==> src/rtl/sertx_preamble.sv <==
module sertx_preamble #(
  parameter int DW = 9
) (
  input  logic          clk,
  input  logic          rst_n,
  input  logic          bit_tick,
  input  logic          nine_bit,
  input  logic          tx_en,
  input  logic          wr,
  input  logic [DW-1:0] wdata,
  input  logic          empty_ie,
  input  logic          done_ie,
  input  logic          port_bit,
  output logic          txd,
  output logic          dr_empty,
  output logic          tx_done,
  output logic          irq
);
  localparam int SW = DW + 2;
  localparam int CW = $clog2(SW + 2);

  typedef enum logic [1:0] {S_OFF, S_MARK, S_PRE, S_DATA} st_t;

  st_t           state;
  logic [DW-1:0] hold;
  logic          full;
  logic [SW-1:0] shreg;
  logic [CW-1:0] idx, last, cnt, pre_last;
  logic          pend, en_q;

  wire rise     = tx_en & ~en_q;
  wire pend_eff = pend | (rise & (state == S_DATA));
  wire stop_end = (state == S_DATA) & bit_tick & (idx == last);
  wire pre_end  = (state == S_PRE) & bit_tick & (cnt == pre_last);
  wire load     = tx_en & full &
                  (((state == S_MARK) & bit_tick) | (stop_end & ~pend_eff) | pre_end);

  wire [CW-1:0] frame_last = nine_bit ? CW'(DW + 1) : CW'(DW);
  wire [CW-1:0] pre_len_m1 = nine_bit ? CW'(DW + 1) : CW'(DW);

  always_ff @(posedge clk or negedge rst_n) begin
    if (!rst_n) begin
      state    <= S_OFF;
      shreg    <= '1;
      idx      <= '0;
      last     <= '0;
      cnt      <= '0;
      pre_last <= '0;
      pend     <= 1'b0;
      en_q     <= 1'b0;
    end else begin
      en_q <= tx_en;
      if (load) begin
        state <= S_DATA;
        idx   <= '0;
        last  <= frame_last;
        shreg <= nine_bit ? {1'b1, hold, 1'b0} : {2'b11, hold[DW-2:0], 1'b0};
      end else begin
        case (state)
          S_OFF: if (rise) begin
            state    <= S_PRE;
            cnt      <= '0;
            pre_last <= pre_len_m1;
          end
          S_MARK: if (!tx_en) state <= S_OFF;
          S_PRE: if (bit_tick) begin
            if (cnt == pre_last) state <= tx_en ? S_MARK : S_OFF;
            else cnt <= cnt + 1'b1;
          end
          S_DATA: begin
            pend <= pend_eff;
            if (bit_tick) begin
              if (idx == last) begin
                if (pend_eff) begin
                  state    <= S_PRE;
                  cnt      <= '0;
                  pre_last <= pre_len_m1;
                  pend     <= 1'b0;
                end else begin
                  state <= tx_en ? S_MARK : S_OFF;
                end
              end else begin
                idx   <= idx + 1'b1;
                shreg <= {1'b1, shreg[SW-1:1]};
              end
            end
          end
          default: state <= S_OFF;
        endcase
      end
    end
  end

  always_ff @(posedge clk or negedge rst_n) begin
    if (!rst_n) begin
      full <= 1'b0;
      hold <= '0;
    end else if (!tx_en) begin
      full <= 1'b0;
    end else if (wr) begin
      full <= 1'b1;
      hold <= wdata;
    end else if (load) begin
      full <= 1'b0;
    end
  end

  assign txd      = (state == S_OFF) ? port_bit : (state == S_DATA) ? shreg[0] : 1'b1;
  assign dr_empty = ~full;
  assign tx_done  = (state == S_OFF);
  assign irq      = (dr_empty & empty_ie) | (tx_done & done_ie);
endmodule


==> config.mk <==
export PLATFORM = sky130hd
export DESIGN_NAME = sertx_preamble
export DESIGN_NICKNAME = d
export VERILOG_FILES = /design/src/rtl/sertx_preamble.sv
export SDC_FILE = /design/constraint.sdc
export NUM_CORES = 1
export LEC_CHECK = 0
export BUFFER_PORTS_ARGS = -buffer_cell sky130_fd_sc_hd__buf_2
export CAP_MARGIN = 20
export CORE_UTILIZATION = 52
export DETAILED_ROUTE_END_ITERATION = 8
export PLACE_DENSITY = 0.76
export SKIP_LAST_GASP = 1
export SLEW_MARGIN = 20
export SYNTH_ARGS = -nofsm -noshare
export SYNTH_HDL_FRONTEND = slang
export SYNTH_SLANG_ARGS = --single-unit
==> constraint.sdc <==
create_clock -name clk -period 2.2 [get_ports clk]
set_clock_uncertainty 0.1 [all_clocks]
set_input_delay 0.44 -clock clk [delete_from_list [all_inputs] [get_ports clk]]
set_output_delay 0.44 -clock clk [all_outputs]
set_load 0.01 [all_outputs]
==> results.toml, run 1 <==
[outcome]
status = "finished with violations"
violations = "negative setup slack"

[place]
place_congestion = 0.8862
placed_cell_area_sq_um = 2277
dpl.cell_count = 267
hpwl_mm = 2.973
io_buffer_count = 21
pre_cts_ws_ps = -167.8

[grt]
grt_max_degree = 39
grt_pass1_wl_mm = 7.003
grt_antenna_before_repair = 0
grt_pass1_vias = 1547
gr-usage-all-layers_pct = 22.60
grt_overflow_total = 0

[yosys]
synth_area_sq_um = 1973
synth-edff-count = 0
avgSynthCellArea_sq_um = 10.78
ys_types = 45
synthArstFlopShare_pct = 100.0
ys_ff_latch = 38
synthFlopType = "dfrtp_1"
synth_top_area_share_pct = 35.51
syn_inst = 183
netlist_top_cells_area = "dfrtp_1 36%, dfstp_2 13%, mux2_2 5.7%"
yosysSeqAreaShare_pct = 48.83
synth_largest_area_cell = "dfrtp_1"
synth_nets = 209
yosys_warnings = 0

[setup_path]
crit_fanout = 4
end_kind = "flop"
arrival_ps = 2420
crit_type = "flop to flop"
critical_path_required_ps = 2280
critPathLaunchType = "flop"

[finish]
drive_above_1_share_pct = 37.55
final_cell_mix = "28 x dfrtp_1, 21 x nand2_1, 21 x buf_2, 21 x buf_4, 13 x o21ai_0"
stdcell_count = 277
utilization_pct = 66.37
fin_area_sq_um = 2430
nets = 254
syn_to_final_growth_pct = 23.15
final_common_cell = "dfrtp_1"
diodes = 0

[flow_run]
maxCapViolCount = 0

[detailed_routing]
wl_met3_um = 181
dr.max_layer_used = "met4"
drcViolationCount = 0
wl_mm = 4.116
via_per_inst = 5.513
via_count = 1527
wl_met1_mm = 1.753
post_drt_wl_per_cell_um = 14.86
ant_nets = 0
drtIter0Drc = 107
route.met2.wl_mm = 2.131
firstDrtPassIters = 5

[sta]
fin_crit_ps = 2341
worst_slew_pin_slew_ps = 606.3
holdWs_ps = 84.64
period_share_pct = 106.4
setup-tns-final_ps = -587.0
final_max_slew_viol_count = 0
max_slew_margin_pct = 59.21
setup_violations = 7
fmax_ghz = 0.4272
rsz0062_at_grt = "true"
finalHoldViolations = 0
setup_slack_ps = -140.9

[hold_path]
hp-class = "input port to asynchronous set/reset pin"

[cts]
cts_buffer_depth = 2
cts.sinks = 38
cts_tree = "yes"
numCtsBuffers = 5
clkTransAtPathRegs_ps = 70
cts_htree_levels = 2
root_buffer = "clkbuf_8"
clock_latency_ps = 290

[floorplan]
coreArea_sq_um = 3661
rows = 22
dieArea_sq_um = 4045
die_w_um = 63.60
fp.dieH_um = 63.60
boundaryPins = 22
initial_utilization_pct = 53.90

[pwr]
leakage_nw = 1.172
p_per_area_nw_per_um2 = 1250
irDropWorstVdd_mv = 0.6373
power_mw = 3.038
[final cells by class]
type / instances / area, sq um
Inverter: 12 / 45.04
Tap cell: 48 / 60.06
Clock inverter: 3 / 40.04
Sequential cell: 38 / 963.4
Clock buffer: 5 / 68.82
Fill cell: 301 / 1231
Multi-Input combinational cell: 126 / 947.2
Timing Repair Buffer: 45 / 305.3
[per-layer routing]
metal | vias up | global-route usage (%)
li1 | 725 | -
met5 | - | 0
met4 | 0 | 6.534
met2 | 46 | 38.70
met3 | 6 | 5.616
met1 | 750 | 27.93
[worst max-delay path, stage by stage (launching register included)]
cell and delay (ps):
dfrtp_1 400, xor2_1 160, or4_4 560, a221o_1 400, a211oi_4 280, mux2_4 330
[cell usage after synthesis (4+ instances only)]
cell type and instances:
a21oi_1 8, dfrtp_1 28, dfstp_2 10, ha_1 8
inv_1 12, mux2_2 10, mux2i_1 8, nand2_1 21
nand3_1 4, nor2_1 8, o21ai_0 14, xor2_1 8
[where the power goes]
group          internal, mW  leakage [nW]  switching, mW
logic                 0.692         0.666          0.675
clock network         0.333        0.0579          0.242
registers             0.946         0.449          0.151
[path summary, 6_finish.rpt]
kind,start,slack [ps],depth (start not counted),to
setup / recovery,last[3],-140,5,cnt[0]
setup reg to reg,last[3],-140,5,cnt[0]
hold / removal,rst_n,80,2,state[0]
hold reg to reg,shreg[9],380,2,shreg[9]
max in group asynchronous,rst_n,1540,2,shreg[8]
min in group clk,nine_bit,270,2,pre_last[0]
[state kept, by name, indices dropped and copies added (netlist names)]
| signal | flops |
|---|---|
| hold | 9 |
| full | 1 |
| cnt | 4 |
| en_q | 1 |
| idx | 4 |
| shreg | 10 |
| pend | 1 |
| pre_last | 3 |
| last | 3 |
| state | 2 |
[repair_timing]
item	CTS	global route
gates resized for setup	2	6
endpoints found under the setup margin	17	19
hold buffers	0	0
cloned	0	0
pin swaps	0	1
setup buffers	0	2
[logic make-up (layout without fill, tap and decap cells)]
| group | Yosys count | in the layout | share of synthesized area, % |
|---|---|---|---|
| AOI/OAI and AO/OA | 39 | 39 | 14.46 |
| xor gates and xnor gates | 9 | 9 | 3.995 |
| adders and majority gates | 8 | 8 | 5.073 |
| buffers and inverters | 19 | 65 | 4.312 |
| DFF | 38 | 38 | 48.83 |
| muxes | 19 | 19 | 10.53 |
| and+or+nand+nor | 51 | 51 | 12.81 |
Power figures use the tool's default switching activity.
==> inputs of run 2 (changes only) <==
- ABC_AREA: default -> 1
- ABC_CLOCK_PERIOD_IN_PS: default -> 2200
- SLEW_MARGIN: 20 -> default
==> run 2 against run 1 <==
- largest cell class unchanged
- critical path depth up 1
- count of clock-buffer cells in the layout stayed put
- routed wire length down 7.9%
- sequential cell count unchanged
- critical endpoint is now txd
- final cell count up 18%
- hold slack better by 1.6 ps
- the flow now finishes without violations
- core utilization decreased by 4.7 points
- setup slack better by 330 ps
- fmax increased by 16%
==> results.toml, run 2 <==
[outcome]
status = "complete, no violations"

[grt]
grt_pass1_wl_mm = 6.472
gr-usage-all-layers_pct = 20.69
grt_pass1_vias = 1494
grt_max_degree = 39
grt_overflow_total = 0
grt_antenna_before_repair = 0

[cts]
ctsHoldBuffers = 0
cts_tree = "yes"
clkTransAtPathRegs_ps = 70
clock_latency_ps = 290
cts.sinks = 38
cts_resized = 0
cts_htree_levels = 2
numCtsBuffers = 5
postCtsSetupBuffers = 0
root_buffer = "clkbuf_8"
cts_buffer_depth = 2

[detailed_routing]
wl_mm = 3.790
post_drt_wl_per_cell_um = 11.63
drcViolationCount = 0
via_per_inst = 5.003
firstDrtPassIters = 4
ant_nets = 0
drtIter0Drc = 110
via_count = 1631

[sta]
rsz0062_at_grt = "false"
finalHoldViolations = 0
setup-tns-final_ps = 0
max_slew_margin_pct = 68.53
fin_crit_ps = 2010
holdWs_ps = 86.23
fmax_ghz = 0.4974
setup_violations = 0
final_max_slew_viol_count = 0
worst_slew_pin_slew_ps = 472.1
period_share_pct = 91.38

[setup_path]
critPathLaunchType = "flop"
crit_type = "flop to output pin"
r2r_slack_ps = 260
critical_path_required_ps = 1660
arrival_ps = 1470
crit_fanout = 5
end_kind = "output pin"

[place]
dpl.cell_count = 318
io_buffer_count = 21
place_congestion = 0.9008
hpwl_mm = 2.787

[floorplan]
boundaryPins = 22
coreArea_sq_um = 3744
rows = 22
dieArea_sq_um = 4221
fp.dieH_um = 64.97
die_w_um = 64.97
initial_utilization_pct = 55.08

[yosys]
synth_top_area_share_pct = 33.98
yosysMostFrequentCell = "nand2_1"
netlist_top_cells_area = "dfrtp_1 34%, nand2_1 14%, dfstp_2 13%"
synth-edff-count = 0
synth_nets = 276
synth_area_sq_um = 2062
yosys_warnings = 0
synth_commonest_cells = "77 x nand2_1, 31 x inv_1, 28 x dfrtp_1"
avgSynthCellArea_sq_um = 8.248
synth_largest_area_cell = "dfrtp_1"
ys_ff_latch = 38
ys_types = 28
synthFlopType = "dfrtp_1"
syn_inst = 250
synthArstFlopShare_pct = 100.0
yosysSeqAreaShare_pct = 46.72

[pwr]
leakage_nw = 1.243
p_per_area_nw_per_um2 = 1184
irDropWorstVdd_mv = 0.6746

[finish]
nets = 303
drive_above_1_share_pct = 25.18
diodes = 0
reg_top3 = "shreg: 10 flops, hold: 9 flops"
final_common_cell = "nand2_1"
final_cell_mix = "77 x nand2_1, 31 x inv_1, 28 x dfrtp_1"
largest_reg_flops = 10
syn_to_final_growth_pct = 11.95
stdcell_count = 326
top_register = "shreg"

[hold_path]
hp-class = "input port to asynchronous set/reset pin"

[flow_run]
maxCapViolCount = 0
[run 2: worst paths after layout]
path / start / cells past startpoint / end
min in group clk: tx_en / 1 / en_q
setup / recovery: state[1] / 6 / txd
hold reg to reg: pre_last[3] / 2 / pre_last[3]
max in group asynchronous: rst_n / 2 / shreg[2]
setup reg to reg: state[0] / 11 / shreg[9]
hold / removal: rst_n / 2 / idx[1]
[run 2: power by group]
group	switching, mW	total (mW)	internal (mW)
clock	0.256	0.478	0.222
sequential	0.165	1.14	0.970
combinational	0.683	1.12	0.436
[run 2: metrics by stage]
| stage | power (mW) | setup slack (ps) | utilization [%] | instance area (sq um) |
|---|---|---|---|---|
| final | 2.732 | 189.6 | 61.66 | 2308 |
| after global routing | 3.002 | 60.29 | 61.66 | 2308 |
| after detailed placement | 2.266 | 268.5 | 59.26 | 2218 |
| after global placement | 2.231 | 353.8 | 59.26 | 2218 |
| after CTS | 2.762 | 181.1 | 61.66 | 2308 |
| after floorplan | 1.962 | 470.4 | - | 2062 |
[run 2: cell families after synthesis]
kind of cell,share of synthesized area (%)
adders and majority gates,4.855
AOI/OAI and AO/OA,6.857
and+or+nand+nor,27.18
buffers and inverters,8.616
DFF,46.72
xor gates and xnor gates,0.8497
muxes,4.915
[run 2: worst max-delay path: stages (launching register included)]
cell	delay, ps
dfrtp_1	430
inv_1	120
ha_1	250
inv_1	100
o21ai_0	80
nand2_1	60
buf_2	130
[run 2: cell type report]
cell class	count	area, sq um
multi-input combinational	170	920.9
fill	336	1435
clock inverter	3	21.27
sequential	38	963.4
clock buffer	5	68.82
inverter	37	138.9
timing repair buffer	25	135.1
tap	48	60.06
[run 2: per-layer routing]
metal	track usage (%)	share of wire [%]
met5	0	0
met4	11.67	2.3
met3	5.458	2.6
met2	32.16	46
met1	25.91	49
